==> src/rtl/disp_i2c_pkg.sv <==
package disp_i2c_pkg;

    // Fixed upper part of the 7-bit bus address
    localparam logic [4:0] ADDR_HI = 5'b01110;

    typedef enum logic [3:0] {
        ST_IDLE,
        ST_ADDR,
        ST_ADDR_ACK,
        ST_CTRL,
        ST_CTRL_ACK,
        ST_DATA,
        ST_DATA_ACK,
        ST_TX,
        ST_TX_ACK,
        ST_IGNORE
    } bus_state_e;

    typedef struct packed {
        logic cont;     // another control byte after one data byte
        logic sel_ram;  // data goes to display RAM when set
    } ctrl_t;

endpackage

==> src/rtl/disp_i2c_cond.sv <==
// Synchroniser and bus condition detector
module disp_i2c_cond #(
    parameter int STAGES = 2
) (
    input  logic clk,
    input  logic rst_n,
    input  logic scl_i,
    input  logic sda_i,
    output logic sda_s,
    output logic scl_rise,
    output logic scl_fall,
    output logic start_det,
    output logic stop_det
);

    localparam int NLINES = 2;

    logic [NLINES-1:0] raw;
    logic [STAGES-1:0] chain [NLINES];
    logic [NLINES-1:0] synced;
    logic              scl_prev;
    logic              sda_prev;
    logic              scl_now;

    assign raw = {scl_i, sda_i};

    for (genvar g = 0; g < NLINES; g++) begin : g_sync
        always_ff @(posedge clk or negedge rst_n) begin
            if (!rst_n) begin
                chain[g] <= '1;
            end else begin
                chain[g] <= {chain[g][STAGES-2:0], raw[g]};
            end
        end
        assign synced[g] = chain[g][STAGES-1];
    end

    assign scl_now = synced[1];
    assign sda_s   = synced[0];

    always_ff @(posedge clk or negedge rst_n) begin
        if (!rst_n) begin
            scl_prev <= 1'b1;
            sda_prev <= 1'b1;
        end else begin
            scl_prev <= scl_now;
            sda_prev <= sda_s;
        end
    end

    assign scl_rise  = scl_now & ~scl_prev;
    assign scl_fall  = ~scl_now & scl_prev;
    assign start_det = scl_now & scl_prev & sda_prev & ~sda_s;
    assign stop_det  = scl_now & scl_prev & ~sda_prev & sda_s;

endmodule

==> src/rtl/disp_i2c_shreg.sv <==
// Receive and transmit shift registers
module disp_i2c_shreg #(
    parameter int W = 8
) (
    input  logic         clk,
    input  logic         rst_n,
    input  logic         rx_en,
    input  logic         rx_bit,
    input  logic         tx_load,
    input  logic [W-1:0] tx_val,
    input  logic         tx_shift,
    output logic [W-1:0] rx_word,
    output logic         tx_msb
);

    logic [W-1:0] rx_q;
    logic [W-1:0] tx_q;

    always_ff @(posedge clk or negedge rst_n) begin
        if (!rst_n) begin
            rx_q <= '0;
        end else if (rx_en) begin
            rx_q <= {rx_q[W-2:0], rx_bit};
        end
    end

    always_ff @(posedge clk or negedge rst_n) begin
        if (!rst_n) begin
            tx_q <= '1;
        end else if (tx_load) begin
            tx_q <= tx_val;
        end else if (tx_shift) begin
            tx_q <= {tx_q[W-2:0], 1'b1};
        end
    end

    assign rx_word = rx_q;
    assign tx_msb  = tx_q[W-1];

endmodule

==> src/rtl/disp_i2c_ptr.sv <==
// Display RAM data pointer with wrap and external load
module disp_i2c_ptr #(
    parameter int DEPTH = 40,
    parameter int PW    = 6
) (
    input  logic          clk,
    input  logic          rst_n,
    input  logic          load,
    input  logic [PW-1:0] load_val,
    input  logic          step,
    output logic [PW-1:0] ptr
);

    localparam logic [PW-1:0] LAST = PW'(DEPTH - 1);

    logic [PW-1:0] ptr_q;

    always_ff @(posedge clk or negedge rst_n) begin
        if (!rst_n) begin
            ptr_q <= '0;
        end else if (load) begin
            ptr_q <= (int'(load_val) >= DEPTH) ? '0 : load_val;
        end else if (step) begin
            ptr_q <= (ptr_q == LAST) ? '0 : ptr_q + 1'b1;
        end
    end

    assign ptr = ptr_q;

endmodule

==> src/rtl/disp_i2c_slave.sv <==
module disp_i2c_slave
    import disp_i2c_pkg::*;
#(
    parameter int RAM_DEPTH   = 40,
    parameter int SYNC_STAGES = 2,
    localparam int PTR_W      = (RAM_DEPTH > 1) ? $clog2(RAM_DEPTH) : 1
) (
    input  logic             clk,
    input  logic             rst_n,
    input  logic             scl_i,
    input  logic             sda_i,
    output logic             sda_oe,
    input  logic [1:0]       strap_a,
    input  logic [7:0]       rd_byte,
    output logic             cmd_valid,
    output logic [7:0]       cmd_data,
    output logic             ram_we,
    output logic [PTR_W-1:0] ram_addr,
    output logic [7:0]       ram_wdata,
    input  logic             ptr_load,
    input  logic [PTR_W-1:0] ptr_value
);

    localparam int          BYTE_W   = 8;
    localparam int          CNT_W    = $clog2(BYTE_W + 2);
    localparam logic [CNT_W-1:0] LAST_BIT = CNT_W'(BYTE_W);

    // Condition detector outputs
    logic sda_s;
    logic scl_rise;
    logic scl_fall;
    logic start_det;
    logic stop_det;

    // State and context
    bus_state_e       state_q;
    bus_state_e       state_d;
    logic [CNT_W-1:0] bitcnt_q;
    logic             rw_q;
    ctrl_t            ctrl_q;
    logic             mack_q;

    // Datapath links
    logic [7:0]       rx_word;
    logic             tx_msb;
    logic             rx_en;
    logic             tx_load;
    logic             tx_shift;
    logic             byte_done;
    logic             addr_hit;
    logic             data_evt;
    logic             ptr_step;
    logic [PTR_W-1:0] ptr_cur;

    disp_i2c_cond #(
        .STAGES (SYNC_STAGES)
    ) u_cond (
        .clk       (clk),
        .rst_n     (rst_n),
        .scl_i     (scl_i),
        .sda_i     (sda_i),
        .sda_s     (sda_s),
        .scl_rise  (scl_rise),
        .scl_fall  (scl_fall),
        .start_det (start_det),
        .stop_det  (stop_det)
    );

    disp_i2c_shreg #(
        .W (BYTE_W)
    ) u_shreg (
        .clk      (clk),
        .rst_n    (rst_n),
        .rx_en    (rx_en),
        .rx_bit   (sda_s),
        .tx_load  (tx_load),
        .tx_val   (rd_byte),
        .tx_shift (tx_shift),
        .rx_word  (rx_word),
        .tx_msb   (tx_msb)
    );

    disp_i2c_ptr #(
        .DEPTH (RAM_DEPTH),
        .PW    (PTR_W)
    ) u_ptr (
        .clk      (clk),
        .rst_n    (rst_n),
        .load     (ptr_load),
        .load_val (ptr_value),
        .step     (ptr_step),
        .ptr      (ptr_cur)
    );

    // Event decode
    assign byte_done = scl_fall && (bitcnt_q == LAST_BIT);
    assign rx_en     = scl_rise && ((state_q == ST_ADDR) || (state_q == ST_CTRL)
                                    || (state_q == ST_DATA));
    assign addr_hit  = (rx_word[7:1] == {ADDR_HI, strap_a});
    assign tx_load   = scl_fall && (((state_q == ST_ADDR_ACK) && rw_q)
                                    || ((state_q == ST_TX_ACK) && mack_q));
    assign tx_shift  = scl_fall && (state_q == ST_TX) && (bitcnt_q != LAST_BIT);
    assign data_evt  = (state_q == ST_DATA) && byte_done;
    assign ptr_step  = data_evt && ctrl_q.sel_ram;

    // Next-state logic
    always_comb begin
        state_d = state_q;
        if (stop_det) begin
            state_d = ST_IDLE;
        end else if (start_det) begin
            state_d = ST_ADDR;
        end else begin
            unique case (state_q)
                ST_IDLE: begin
                    state_d = ST_IDLE;
                end
                ST_ADDR: begin
                    if (byte_done) begin
                        state_d = addr_hit ? ST_ADDR_ACK : ST_IGNORE;
                    end
                end
                ST_ADDR_ACK: begin
                    if (scl_fall) begin
                        state_d = rw_q ? ST_TX : ST_CTRL;
                    end
                end
                ST_CTRL: begin
                    if (byte_done) begin
                        state_d = ST_CTRL_ACK;
                    end
                end
                ST_CTRL_ACK: begin
                    if (scl_fall) begin
                        state_d = ST_DATA;
                    end
                end
                ST_DATA: begin
                    if (byte_done) begin
                        state_d = ST_DATA_ACK;
                    end
                end
                ST_DATA_ACK: begin
                    if (scl_fall) begin
                        state_d = ctrl_q.cont ? ST_CTRL : ST_DATA;
                    end
                end
                ST_TX: begin
                    if (byte_done) begin
                        state_d = ST_TX_ACK;
                    end
                end
                ST_TX_ACK: begin
                    if (scl_fall) begin
                        state_d = mack_q ? ST_TX : ST_IGNORE;
                    end
                end
                ST_IGNORE: begin
                    state_d = ST_IGNORE;
                end
                default: begin
                    state_d = ST_IDLE;
                end
            endcase
        end
    end

    // State register and transfer context
    always_ff @(posedge clk or negedge rst_n) begin
        if (!rst_n) begin
            state_q  <= ST_IDLE;
            bitcnt_q <= '0;
            rw_q     <= 1'b0;
            ctrl_q   <= '0;
            mack_q   <= 1'b0;
        end else begin
            state_q <= state_d;

            if (start_det || (state_d != state_q)) begin
                bitcnt_q <= '0;
            end else if (scl_rise && (bitcnt_q != LAST_BIT)) begin
                bitcnt_q <= bitcnt_q + 1'b1;
            end

            if ((state_q == ST_ADDR) && byte_done) begin
                rw_q <= rx_word[0];
            end

            if ((state_q == ST_CTRL) && byte_done) begin
                ctrl_q.cont    <= rx_word[7];
                ctrl_q.sel_ram <= rx_word[6];
            end

            if ((state_q == ST_TX_ACK) && scl_rise) begin
                mack_q <= ~sda_s;
            end
        end
    end

    // Output strobes
    always_ff @(posedge clk or negedge rst_n) begin
        if (!rst_n) begin
            cmd_valid <= 1'b0;
            cmd_data  <= '0;
            ram_we    <= 1'b0;
            ram_addr  <= '0;
            ram_wdata <= '0;
        end else begin
            cmd_valid <= data_evt && !ctrl_q.sel_ram;
            ram_we    <= data_evt && ctrl_q.sel_ram;
            if (data_evt && !ctrl_q.sel_ram) begin
                cmd_data <= rx_word;
            end
            if (data_evt && ctrl_q.sel_ram) begin
                ram_addr  <= ptr_cur;
                ram_wdata <= rx_word;
            end
        end
    end

    // Data line driver
    always_comb begin
        unique case (state_q)
            ST_ADDR_ACK,
            ST_CTRL_ACK,
            ST_DATA_ACK: sda_oe = 1'b1;
            ST_TX:       sda_oe = ~tx_msb;
            default:     sda_oe = 1'b0;
        endcase
    end

endmodule

==> config.mk <==
export PLATFORM = sky130hd
export DESIGN_NAME = disp_i2c_slave
export DESIGN_NICKNAME = d
export VERILOG_FILES = /design/src/rtl/disp_i2c_pkg.sv /design/src/rtl/disp_i2c_cond.sv /design/src/rtl/disp_i2c_shreg.sv /design/src/rtl/disp_i2c_ptr.sv /design/src/rtl/disp_i2c_slave.sv
export SDC_FILE = /design/constraint.sdc
export NUM_CORES = 1
export LEC_CHECK = 0
export BUFFER_PORTS_ARGS = -buffer_cell sky130_fd_sc_hd__buf_4
export CORE_MARGIN = 3
export CORE_UTILIZATION = 51
export DETAILED_ROUTE_END_ITERATION = 16
export GPL_ROUTABILITY_DRIVEN = 1
export GPL_TIMING_DRIVEN = 0
export PLACE_DENSITY_LB_ADDON = 0.05
export SYNTH_ARGS = -nofsm -noshare
export SYNTH_HDL_FRONTEND = slang
export SYNTH_SLANG_ARGS = --single-unit
==> constraint.sdc <==
create_clock -name clk -period 1.7 [get_ports clk]
set_input_delay 0.17 -clock clk [delete_from_list [all_inputs] [get_ports clk]]
set_output_delay 0.17 -clock clk [all_outputs]
set_load 0.01 [all_outputs]
**After elaboration in Yosys (flattened, before gate mapping)**

Index checks and enable logic that the tools add are counted.

- Word-level logic and storage cells: 94
- Register bits after elaboration: 64

- Reductions and logical operators: 23
- Eq/ne operators: 14
- Add/subtract/negate cells: 2
- Multiplexer cells: 24
- Order comparisons: 1
- Bitwise gates (word level): 12

Operator list:

| operator | count |
|---|---|
| $mux W4 | 14 |
| $pmux W4 S9 | 1 |
| $mux W6 | 4 |
| $eq A4 B3 Y1 const B | 4 |
| $mux W8 | 2 |
| $logic_and A1 B1 Y1 | 14 |
| $eq A4 B4 Y1 const B | 3 |
| $eq A4 B2 Y1 const B | 2 |
| $and A1 B1 Y1 | 7 |
| $eq A7 B6 Y1 | 1 |
| $add A6 B1 Y6 const B | 1 |
| $eq A6 B6 Y1 const B | 1 |
| $ge A6 B6 Y1 const B | 1 |
| $mux W3 | 2 |
| $reduce_bool A2 Y1 | 3 |
| $not A1 Y1 | 5 |
| $add A4 B1 Y4 const B | 1 |
| $eq A4 B1 Y1 const B | 1 |
| $logic_or A1 B1 Y1 | 4 |
| $ne A4 B4 Y1 | 1 |
| $ne A4 B4 Y1 const B | 1 |
| $reduce_or A3 Y1 | 1 |
| $pmux W1 S2 | 1 |
| $logic_not A1 Y1 | 1 |

**Depth between registers and ports, before layout**

Gate-level depths: netlist of run 1.

- Depth after elaboration: 10
- Depth in mapped cells: 10
- Depth with buffers taken out: 8

**Modules after synthesis**

From an unflattened synthesis of run 1, not the netlist that was laid out.

- Cells, all modules: 294
- Area, all modules: 3114.2 um2

By module, submodules not included:

| module | cells an instance | times used | area an instance (um2) | seq. area each (um2) |
|---|---|---|---|---|
| disp_i2c_slave | 192 | 1 | 1845.5 | 900.9 |
| disp_i2c_shreg | 51 | 1 | 708.2 | 410.4 |
| disp_i2c_ptr | 41 | 1 | 370.4 | 150.1 |
| disp_i2c_cond | 10 | 1 | 190.2 | 157.7 |

**Worst setup path before layout of run 1**

Ideal clock, no wire load.

- Kind: register to register
- From: reg bitcnt_q[0]
- To: reg u_ptr.ptr_q[4] (netlist: u_ptr.ptr[4])
- Required time: 1.568 ns
- Cell stages (with the launch flop): 11
- Clock period less this slack: 1.831 ns
- Slack: -0.131 ns
- Setup time: 0.132 ns
- Arrival: 1.699 ns
- Cells stage by stage: dfrtp_1 inv_1 ha_1 and3b_1 buf_2 nand4_1 inv_2 buf_2 nand4_1 xor2_1 o21ai_1

- Word-level cells in the longest chain between the ends: 5

RTL lines:

| element | RTL line | source |
|---|---|---|
| from (decl) | disp_i2c_slave.sv:38 | `logic [CNT_W-1:0] bitcnt_q;` |
| from (signal assigned) | disp_i2c_slave.sv:182 | `bitcnt_q <= bitcnt_q + 1'b1;` |
| $eq A4 B4 Y1 | disp_i2c_slave.sv:96 | `assign byte_done = scl_fall && (bitcnt_q == LAST_BIT);` |
| $logic_and A1 B1 Y1 | disp_i2c_slave.sv:96 |  |
| $logic_and A1 B1 Y1 | disp_i2c_slave.sv:103 | `assign data_evt = (state_q == ST_DATA) && byte_done;` |
| $logic_and A1 B1 Y1 | disp_i2c_slave.sv:104 | `assign ptr_step = data_evt && ctrl_q.sel_ram;` |
| $reduce_bool A2 Y1 (no source line) | - |  |
| to (signal assigned) | disp_i2c_ptr.sv:22 | `ptr_q <= (int'(load_val) >= DEPTH) ? '0 : load_val;` |
| to (signal assigned) | disp_i2c_ptr.sv:24 | `ptr_q <= (ptr_q == LAST) ? '0 : ptr_q + 1'b1;` |
| to (decl) | disp_i2c_ptr.sv:16 | `logic [PW-1:0] ptr_q;` |

No other way between the ends.
A chain may end at the register's enable or synchronous reset.

**Final worst setup path of run 1**

- From: reg bitcnt_q[1]
- To: reg bitcnt_q[3]

- Word-level cells in the longest chain between the ends: 9
- Elaborated cells on any way between the ends: 17
- Classes of those cells: add/sub: 1; eq/ne: 3; mux: 9; reduce/logical: 4

RTL lines:

| element | RTL line | source |
|---|---|---|
| $eq A4 B4 Y1 | disp_i2c_slave.sv:96 |  |
| $logic_and A1 B1 Y1 | disp_i2c_slave.sv:96 |  |
| $mux W4 (on tied branches) | - |  |
| $pmux W4 S9 | disp_i2c_slave.sv:114 | `unique case (state_q)` |
| $mux W4 | disp_i2c_slave.sv:111 | `end else if (start_det) begin` |
| $mux W4 | disp_i2c_slave.sv:109 | `if (stop_det) begin` |
| $ne A4 B4 Y1 | disp_i2c_slave.sv:179 | `if (start_det \|\| (state_d != state_q)) begin` |
| $logic_or A1 B1 Y1 | disp_i2c_slave.sv:179 |  |
| $mux W4 or $reduce_bool A2 Y1 (tied branches) | - |  |

Parallel ways exist; a longest one is shown, timed or not. The select of a mux whose other input is x is not followed.

==> summary.md, run 1 <==
| Metric | Value |
|---|---|
| WL per Instance | `17.80 µm` |
| Pre-CTS setup slack | `-491.5 ps` |
| Cell taking the most area after synthesis | `dfrtp_1` |
| Static leakage | `0.002113 µW` |
| Die ar. | `0.006946 mm²` |
| Antenna diode count | `0` |
| Period utilisation layout | `1.143` |
| Failing checks | `setup timing` |
| CTS sink count | `64` |
| WHS | `67.87 ps` |
| Worst slew margin | `0.4911` |
| Status | `finished with violations` |
| Synth unique cells | `52` |
| Port Buf Inserts | `45` |
| Initial antenna violation count | `0` |
| 1st-pass router iterations | `4` |
| Min Tclk post-route | `1943 ps` |
| Post-synth EDFFs | `0` |
| Synthesis-stage register bit count | `64` |
| PD cells | `951.5 mW/mm²` |
| I/O pins | `46` |
| Pin count of the biggest net entering global routing | `65` |
| Die width | `83.34 µm` |
| Fmax | `514.6 MHz` |
| Area share of the largest cell type after synthesis | `0.4102` |
| Seq/Total Area, Yosys | `0.5308` |
| Synth warn | `0` |
| Syn Std Cell Area | `0.003050 mm²` |
| Hpwl dp | `4587 µm` |
| Final Core Density | `0.8208` |
| CTS tree | `built` |
| Main flop type after synthesis | `dfrtp_1` |
| CTS root buf | `clkbuf_8` |
| Setup TNS | `-4114 ps` |
| CP arrival | `2150 ps` |
| Final Worst Setup Slack | `-243.3 ps` |
| Hold crit path type | `in2reg` |
| WL final | `8507 µm` |
| Gr usage total | `0.2201` |
| Layout cell share with drive strength beyond 1 | `0.5419` |
| DR iter-0 viols | `238` |
| Worst Tran Pin Value | `763.3 ps` |
| Final hold vios | `0` |
| Num CTS Buffers | `9` |
| Avg Cell Area, Syn | `10.17 µm²` |
| Syn_nets | `324` |
| Asr flop ratio synth | `1.000` |
| CTS Buffer Depth | `2` |
| Post-synthesis cell count | `300` |
| CP endpoint kind | `flip-flop` |
| Area growth, synth to finish | `51.80%` |
| RePlAce Congestion | `0.9187` |
| Gr ovfl total | `0` |
| Max Cap Viol | `0` |
| Clk_lat worst skew | `330 ps` |
| Largest cells by area after synthesis | `dfrtp_1, dfstp_2, nand2_1, mux2_1, mux2_2` |
| CP Class | `reg2reg` |
| Starting Density | `0.5407` |
| DIE HEIGHT | `83.34 µm` |
| Final setup fails | `36` |
| CTS clk-pin slew, worst paths | `70 ps` |
| Via-to-Cell Ratio | `5.738` |
| Num rows | `27` |
| Worst EP required | `1910 ps` |
| DRT antenna net count | `0` |
| Fill cells | `365` |
| Vias | `2743` |
| VDD IR max | `0.7699 mV` |
| Max Transition Viols Final | `0` |
| CP max FO | `5` |
| First-pass GRT wire length | `12300 µm` |
| Setup Skew | `5.161 ps` |
| Layout Nets | `426` |
| Startpoint type of the worst setup path | `flip-flop` |
| H-tree depth | `3` |
| Vias in the first global route | `2556` |
| RSZ-0062 raised after global routing | `yes` |
| DRC violations left | `0` |
| Core Box Area | `0.005642 mm²` |
## routing by layer
metal	part of all wire	wire length [µm]	up-vias	GRT usage
met3	0.055	465	22	0.05357
met4	0.024	208	0	0.07727
li1	-	-	1277	-
met5	0	0	-	0
met1	0.41	3525	1341	0.2873
met2	0.51	4307	103	0.3579
## kinds of logic (layout without fill, tap and decap cells)
group | count (synthesis) | after routing | synth area share
buffers and inverters | 21 | 126 | 0.03076
xor gates and xnor gates | 6 | 6 | 0.01723
DFF | 64 | 64 | 0.5308
adders and majority gates | 3 | 3 | 0.01231
and+or+nand+nor | 130 | 131 | 0.2100
AOI/OAI and AO/OA | 54 | 54 | 0.1185
muxes | 22 | 22 | 0.08040
## flip-flops by register name, summed over array words and instances, names as in the netlist, 3 cells and up
signal and cells:
ram_addr 6, ram_wdata 8, state_q 4, u_shreg.rx_word 8, cmd_data 8, bitcnt_q 4, u_shreg.tx_q 8, u_ptr.ptr 6
u_cond.chain 3
## cells in the mapped netlist, types with 2 or more instances
library cell   n
mux2i_1        2
a22oi_1        7
o211ai_1       4
and2b_1        2
nor2b_1        3
a211oi_1       3
nand2_1       65
and3_1         3
inv_2          2
o21ai_1        8
nand2b_1       2
xnor2_1        2
nand3_1       10
xor2_1         4
nor4_1         3
nor3_1         9
a21oi_1        7
clkbuf_1       4
dfrtp_1       50
a31oi_1        5
nor3b_1        2
mux2_2         8
ha_1           3
buf_2          6
o21ai_0        6
nand4b_1       2
o22ai_1        4
nand3b_1       4
mux2_1        12
inv_1          7
dfstp_2       14
buf_4          2
nand4_1        4
nor2_1        13
## final cells by class
| class | count | area, µm² | area share |
|---|---|---|---|
| clock inverters | 3 | 67.56 | 0.01459 |
| well taps | 72 | 90.09 | 0.01945 |
| repair buffers | 90 | 793.3 | 0.1713 |
| clock buffers | 12 | 135.1 | 0.02918 |
| plain buffers | 12 | 125.1 | 0.02702 |
| inverters | 9 | 33.78 | 0.007295 |
| multi-input cells | 216 | 1762 | 0.3804 |
| flip-flops and latches | 64 | 1624 | 0.3507 |
## placed cells by master (no fill, tap or decap), drive strengths merged, types with 9 or more instances in the layout
| cell type | instances |
|---|---|
| buf | 94 |
| clkbuf | 17 |
| dfrtp | 50 |
| dfstp | 14 |
| inv | 9 |
| mux2 | 20 |
| nand2 | 65 |
| nand3 | 10 |
| nor2 | 15 |
| nor3 | 11 |
| o21ai | 14 |
## stage by stage
stage	std cells	power [µW]	area (µm²)
finish	478	4406	4631
global route	478	4635	4631
CTS	459	4177	4116
detailed placement	417	2619	3493
global placement	417	2590	3493
floorplan	300	2369	3065
## where the power goes
group / switching [µW] / internal, µW / total [µW]
clock network: 565 / 820 / 1380
registers: 238 / 1700 / 1940
logic: 544 / 538 / 1080
total: 1350 / 3060 / 4410
## worst paths after layout
kind | from | endpoint | slack, ps | depth (start not counted)
min in group asynchronous | rst_n | cmd_data[2] | 480 | 2
setup / recovery | bitcnt_q[1] | bitcnt_q[3] | -240 | 7
hold / removal | rd_byte[7] | u_shreg.tx_q[7] | 70 | 3
setup reg to reg | bitcnt_q[1] | bitcnt_q[3] | -240 | 7
hold reg to reg | u_cond.chain[2] | u_cond.sda_s | 360 | 0
max in group asynchronous | rst_n | u_shreg.rx_word[6] | 690 | 2
## critical path, cell delays in order, from the launching register on
cell and delay (ps):
dfrtp_1 390, inv_2 70, ha_4 130, nand3b_1 230
buf_6 220, a221o_2 350, a22oi_2 340, nor3_1 90
## repair_timing
action / CTS / global route
resized for setup: 48 / 82
setup endpoints to repair: 56 / 56
hold buffers: 3 / 0
pin swaps: 26 / 58
gates cloned: 1 / 3
setup buffers: 23 / 18
endpoints found under the hold margin: 52 / 0
Note: power is estimated with default switching activity, not from simulation.
==> run 2, diff against run 1 <==
--- a/config.mk
+++ b/config.mk
@@ -11,7 +11,7 @@
 export DETAILED_ROUTE_END_ITERATION = 16
 export GPL_ROUTABILITY_DRIVEN = 1
 export GPL_TIMING_DRIVEN = 0
-export PLACE_DENSITY_LB_ADDON = 0.05
+export PLACE_DENSITY = 0.76
 export SYNTH_ARGS = -nofsm -noshare
 export SYNTH_HDL_FRONTEND = slang
 export SYNTH_SLANG_ARGS = --single-unit
==> run 2 against run 1 <==
Effect of this change: total power fell by 1.4%; global-route usage rose by 0.98 points; the flow still finishes with violations (setup timing); clock power rose by 3%; die area did not move; first-iteration DRC count fell by 25%; fmax rose by 0.73%; via count fell by 2.1%; non-clock buffer count fell by 8; sequential power barely moved; clock-buffer cell count fell by 1; combinational power fell by 6%; largest power group unchanged; final cell count fell by 1.7%.
==> summary.md, run 2 (same netlist as run 1, synthesis figures left out) <==
| Metric | Value |
|---|---|
| Status | `finished with violations` |
| Failing checks | `setup timing` |
| Fmax | `518.3 MHz` |
| DRT antenna net count | `0` |
| Critical path depth | `7` |
| Final setup fails | `36` |
| Reg2reg start | `u_cond.scl_prev` |
| Max Cap Viol | `0` |
| RePlAce Congestion | `0.9006` |
| Clock share of power | `0.327` |
| DR iter-0 viols | `179` |
| Worst slew margin | `0.4742` |
| Worst EP required | `1900 ps` |
| WL final | `7897 µm` |
| Max Transition Viols Final | `0` |
| Fill cells | `363` |
| Power Total | `4346 µW` |
| Vias in the first global route | `2615` |
| Clk_lat worst skew | `330 ps` |
| Most frequent CP cell | `nand4_1` |
| CTS tree | `built` |
| I/O pins | `46` |
| Area growth, synth to finish | `45.94%` |
| Storage cell area | `0.001623 mm²` |
| DRC violations left | `0` |
| CP max FO | `7` |
| Min Tclk post-route | `1929 ps` |
| First-pass GRT wire length | `12830 µm` |
| Hold Crit Start | `rd_byte[0]` |
| Final Worst Setup Slack | `-229.2 ps` |
| CP arrival | `2130 ps` |
| RSZ-0062 raised after global routing | `yes` |
| H-tree depth | `3` |
| Antenna diode count | `0` |
| Slowest stage delay, CP | `630 ps` |
| CP Cell Sequence | `and2b_2 > nand4_1 > inv_2 > buf_6 > nand4_1 > xor2_1 > o21ai_1` |
| Area taken by multi-input logic gates | `0.001649 mm²` |
| Starting Density | `0.5407` |
| Layout Nets | `417` |
| DIE HEIGHT | `83.34 µm` |
| CTS clk-pin slew, worst paths | `80 ps` |
| CP max-delay cell | `dfstp_2` |
| Setup Skew | `11.31 ps` |
| Gr usage total | `0.2299` |
| Gr ovfl total | `0` |
| Reg2reg end | `u_ptr.ptr[4]` |
| 1st-pass router iterations | `4` |
| Num rows | `27` |
| Final hold vios | `0` |
| Core Box Area | `0.005642 mm²` |
| Final Core Density | `0.7891` |
| Switching power | `1305 µW` |
| Startpoint type of the worst setup path | `flip-flop` |
| CP Class | `reg2reg` |
| Via-to-Cell Ratio | `5.715` |
| Worst r2r path cells | `7` |
| Pin count of the biggest net entering global routing | `65` |
| Commonest cells after routing, fill and taps aside | `buf_4, nand2_1, dfrtp_1` |
| Worst Tran Pin Value | `788.7 ps` |
| CP delay by family, top | `flip-flops` |
| CP endpoint kind | `flip-flop` |
| Commonest non-fill, non-tap cell in the layout | `buf_4` |
| Switching Share | `0.3003` |
| WL per Instance | `16.80 µm` |
| Period utilisation layout | `1.135` |
| CTS root buf | `clkbuf_8` |
| Num CTS Buffers | `9` |
| Vias | `2686` |
| Hold crit path type | `in2reg` |
| WHS Path Cells | `3` |
| PD cells | `976.2 mW/mm²` |
| Initial antenna violation count | `0` |
| VDD IR max | `0.7260 mV` |
| CTS sink count | `64` |
| Port Buf Inserts | `45` |
| Layout cell share with drive strength beyond 1 | `0.4849` |
| Comb pwr share | `0.232` |
| Reg2Reg Setup Slack | `-230 ps` |
| CTS Buffer Depth | `2` |
| Worst Hold Path EP | `u_shreg.tx_q[0]` |
| Die ar. | `0.006946 mm²` |
| Register share of total power | `0.441` |
| Die width | `83.34 µm` |
| Static leakage | `0.002067 µW` |
| CP bufs+invs | `2` |
| Internal power | `3041 µW` |
| Hpwl dp | `4777 µm` |
-- run 2: final cells by class --
class,count,area share
Clock buffer,11,0.02951
Multi-Input combinational cell,215,0.3704
Tap cell,72,0.02024
Inverter,9,0.007589
Timing Repair Buffer,82,0.1610
Buffer,12,0.02839
Clock inverter,5,0.01827
Sequential cell,64,0.3645
-- run 2: worst reg2reg max path, delay by kind of cell (launching register included) --
family                 cells  cell delay, ps
AO/OA/AOI/OAI              1              70
AND/OR/NAND/NOR            3             620
buffers and inverters      2             270
XOR/XNOR                   1             200
flip-flops                 1             630
-- run 2: what timing repair did --
action                                 CTS  global route
endpoints found under the hold margin   52             0
hold buffers                             3             0
buffers inserted                        24            10
setup endpoints to repair               56            57
pin swaps                               12            31
resized for setup                       40            71
gates cloned                             0             1
-- run 2: worst max-delay path by stage --
stage | slack [ps] | endpoint | start
after CTS | -170 | u_ptr.ptr[4] | bitcnt_q[1]
after global routing | -340 | u_ptr.ptr[4] | bitcnt_q[1]
after detailed placement | -450 | u_ptr.ptr[4] | bitcnt_q[0]
after floorplan | -70 | u_ptr.ptr[4] | bitcnt_q[0]
after global placement | -400 | bitcnt_q[3] | u_cond.scl_prev
final | -230 | u_ptr.ptr[4] | u_cond.scl_prev
-- run 2: power by group through the flow --
| stage | Combinational, µW | Clock (µW) | Sequential (µW) |
|---|---|---|---|
| finish | 1010 | 1420 | 1920 |
| global route | 1090 | 1520 | 1960 |
| CTS | 866 | 1440 | 1900 |
| detailed placement | 673 | 0 | 1930 |
| global placement | 653 | 0 | 1920 |
| floorplan | 505 | 0 | 1860 |
-- run 2: metal layers --
metal	global-route usage	wire length (µm)
met2	0.3411	3840
met1	0.3288	3572
met3	0.05754	349
met5	0	0
met4	0.07875	135
-- run 2: through the flow --
step / instances / hold slack (ps) / cell area (µm²) / worst slack [ps] / setup TNS (ps)
after floorplan: 300 / -125.6 / 3065 / -71.35 / -342.0
after global placement: 417 / 277.9 / 3493 / -404.3 / -13550
after detailed placement: 417 / 279.1 / 3493 / -446.6 / -15310
after CTS: 460 / 37.70 / 4086 / -171.6 / -2286
after global routing: 470 / 64.10 / 4452 / -335.9 / -7756
final: 470 / 54.52 / 4452 / -229.2 / -4367
==> run 3, diff against run 2 <==
--- a/config.mk
+++ b/config.mk
@@ -8,10 +8,12 @@
 export BUFFER_PORTS_ARGS = -buffer_cell sky130_fd_sc_hd__buf_4
 export CORE_MARGIN = 3
 export CORE_UTILIZATION = 51
+export CTS_CLUSTER_DIAMETER = 80
 export DETAILED_ROUTE_END_ITERATION = 16
 export GPL_ROUTABILITY_DRIVEN = 1
 export GPL_TIMING_DRIVEN = 0
-export PLACE_DENSITY = 0.76
+export PLACE_DENSITY = 0.75
 export SYNTH_ARGS = -nofsm -noshare
 export SYNTH_HDL_FRONTEND = slang
+export SYNTH_HIERARCHICAL = 1
 export SYNTH_SLANG_ARGS = --single-unit
==> constraint.sdc (replaced) <==
create_clock -name clk -period 1.7 [get_ports clk]
set_input_delay 0 -clock clk [delete_from_list [all_inputs] [get_ports clk]]
set_output_delay 0 -clock clk [all_outputs]
set_load 0.01 [all_outputs]
==> run 3 against run 2 <==
Effect of this change: total power down 10%; combinational power down 39%; final cell count up 0.64%; the run still ends with setup timing left; clock power about the same; largest power group unchanged; critical path depth up 3; critical path type unchanged; clock skew up 2.4 ps; routed wire length up 14%; sequential cell count unchanged; hold slack better by 190 ps.
==> summary.md, run 3 <==
| Metric | Value |
|---|---|
| CP arrival | `2530 ps` |
| PD cells | `845.9 mW/mm²` |
| CP max-delay cell | `dfstp_2` |
| Vias in the first global route | `2655` |
| Crit. Startpoint | `u_cond/scl_prev` |
| Count leader, synth | `nand2_1` |
| Synth warn | `6` |
| Starting Density | `0.5455` |
| Storage cell area | `0.001619 mm²` |
| Die width | `84.15 µm` |
| Core Box Area | `0.005709 mm²` |
| Final Worst Setup Slack | `-619.8 ps` |
| Hold Crit Start | `strap_a[1]` |
| Max Cap Viol | `0` |
| Reg2reg end | `u_ptr/ptr[3]` |
| Fill cells | `296` |
| Post-synth EDFFs | `0` |
| Max Transition Viols Final | `0` |
| CP endpoint kind | `flip-flop` |
| Top post-synthesis cells by count | `nand2_1, dfrtp_1, dfstp_2, o21ai_1, mux2i_1` |
| Pre-CTS setup slack | `-749.1 ps` |
| Layout Nets | `420` |
| VDD IR max | `0.5634 mV` |
| Reg2reg start | `u_cond/scl_prev` |
| Failing checks | `setup timing` |
| WL final | `8980 µm` |
| Synth unique cells | `55` |
| RSZ-0062 raised after global routing | `yes` |
| Setup TNS | `-19730 ps` |
| I/O pins | `46` |
| Pin count of the biggest net entering global routing | `65` |
| Layout cell share with drive strength beyond 1 | `0.4863` |
| Final setup fails | `56` |
| CP Class | `reg2reg` |
| Setup Skew | `13.68 ps` |
| First-pass GRT wire length | `12840 µm` |
| Placed insts | `411` |
| Initial antenna violation count | `0` |
| WHS Path Cells | `5` |
| Area taken by multi-input logic gates | `0.001750 mm²` |
| Area growth, synth to finish | `48.49%` |
| Asr flop ratio synth | `1.000` |
| Period utilisation layout | `1.365` |
| Hpwl dp | `4512 µm` |
| CP delay by family, top | `simple AND/OR/NAND/NOR gates` |
| Critical path depth | `10` |
| Num CTS Buffers | `9` |
| Min Tclk post-route | `2320 ps` |
| Synthesis-stage register bit count | `64` |
| Worst EP required | `1910 ps` |
| Syn_nets | `318` |
| Final Core Density | `0.8100` |
| CTS root buf | `clkbuf_8` |
| WHS | `243.4 ps` |
| Gr usage total | `0.2286` |
| Avg Cell Area, Syn | `10.59 µm²` |
| Commonest non-fill, non-tap cell in the layout | `buf_4` |
| Reg2Reg Setup Slack | `-620 ps` |
| Worst Hold Path EP | `state_q[1]` |
| CP bufs+invs | `3` |
| CP Cell Sequence | `nor2b_4 > nand4b_4 > nor4b_4 > buf_4 > nand2_4 > inv_4 > buf_8 > nand4_1 > a211oi_1 > a21oi_1` |
| Fmax | `431.1 MHz` |
| Gr ovfl total | `0` |
| Hold crit path type | `in2reg` |
| RePlAce Congestion | `0.9527` |
| Syn Std Cell Area | `0.003114 mm²` |
| Main flop type after synthesis | `dfrtp_1` |
| Via-to-Cell Ratio | `5.827` |
| H-tree depth | `3` |
| Commonest cells after routing, fill and taps aside | `buf_4, dfrtp_1, nand2_1` |
| Antenna diode count | `0` |
| DRC violations left | `0` |
| Cell taking the most area after synthesis | `dfrtp_1` |
| Num rows | `27` |
| WL per Instance | `18.99 µm` |
| CTS Buffer Depth | `2` |
| Cell Count, Final, Fillers Out | `473` |
| Final hold vios | `0` |
| Worst slew margin | `0.4709` |
| DIE HEIGHT | `84.15 µm` |
| DR iter-0 viols | `212` |
| Post-synthesis cell count | `294` |
| CP max FO | `5` |
| DRT antenna net count | `0` |
| Clk_lat worst skew | `350 ps` |
| CTS tree | `built` |
| Area share of the largest cell type after synthesis | `0.4018` |
| Worst r2r path cells | `10` |
| Die ar. | `0.007080 mm²` |
| 1st-pass router iterations | `4` |
| CTS sink count | `64` |
| Slowest stage delay, CP | `560 ps` |
| Port Buf Inserts | `45` |
| Status | `finished with violations` |
| Startpoint type of the worst setup path | `flip-flop` |
| Vias | `2756` |
| Worst Tran Pin Value | `793.7 ps` |
| Static leakage | `0.002175 µW` |
| Largest cells by area after synthesis | `dfrtp_1, dfstp_2, nand2_1, mux2_4, mux2_2` |
| CTS clk-pin slew, worst paths | `70 ps` |
| Seq/Total Area, Yosys | `0.5199` |
-- run 3: through the flow --
step	cell area (µm²)	power (µW)
after CTS	4287	3820
after floorplan	3239	2152
after global placement	3667	2308
after detailed placement	3667	2330
final	4624	3912
after global routing	4624	4083
-- run 3: worst min-delay path, delay by kind of cell --
family	cells	cell delay (ps)
xor gates and xnor gates	1	220
AOI/OAI and AO/OA	1	60
buffers and inverters	1	90
and+or+nand+nor	2	180
-- run 3: worst max path at each step --
stage / end / slack [ps]
5_1_grt: bitcnt_q[2] / -740
6_report: u_ptr/ptr[3] / -620
4_1_cts: u_ptr/ptr[3] / -510
3_5_place_dp: u_ptr/ptr[5] / -750
3_3_place_gp: u_ptr/ptr[3] / -770
2_1_floorplan: u_ptr/ptr[3] / -440
-- run 3: power by group --
| part | internal, µW | switching [µW] | total [µW] |
|---|---|---|---|
| clock network | 866 | 581 | 1450 |
| registers | 1650 | 194 | 1840 |
| logic | 334 | 286 | 620 |
| total | 2850 | 1060 | 3910 |
-- run 3: kinds of logic (layout without fill, tap and decap cells) --
family	after synthesis	after routing	synth area share
compound gates	48	48	0.09965
simple gates	120	120	0.1977
mux	30	30	0.1137
buf+inv	22	129	0.03736
flops	64	64	0.5199
xor+xnor	7	7	0.01969
fa+ha+maj	3	3	0.01205
-- run 3: repair_timing --
action / 4_1_cts / 5_1_grt
gates cloned: 1 / 2
buffers inserted: 13 / 13
hold buffers: 20 / 0
resized for setup: 24 / 70
endpoints found under the hold margin: 66 / 0
endpoints found under the setup margin: 57 / 58
pin swaps: 11 / 14
-- run 3: per-layer routing --
layer	global-route usage	vias up	routed length, µm
met1	0.2954	1376	3653
li1	-	1244	-
met4	0.09503	0	275
met5	0	-	0
met3	0.05103	36	473
met2	0.3730	100	4577
-- run 3: cell type report --
type                       instances  area share
tap                               72     0.01948
sequential                        64      0.3501
timing repair buffer              91      0.1726
clock buffer                      13     0.03220
buffer                            11     0.02192
multi-input combinational        208      0.3785
clock inverter                     3     0.01407
inverter                          11     0.01109
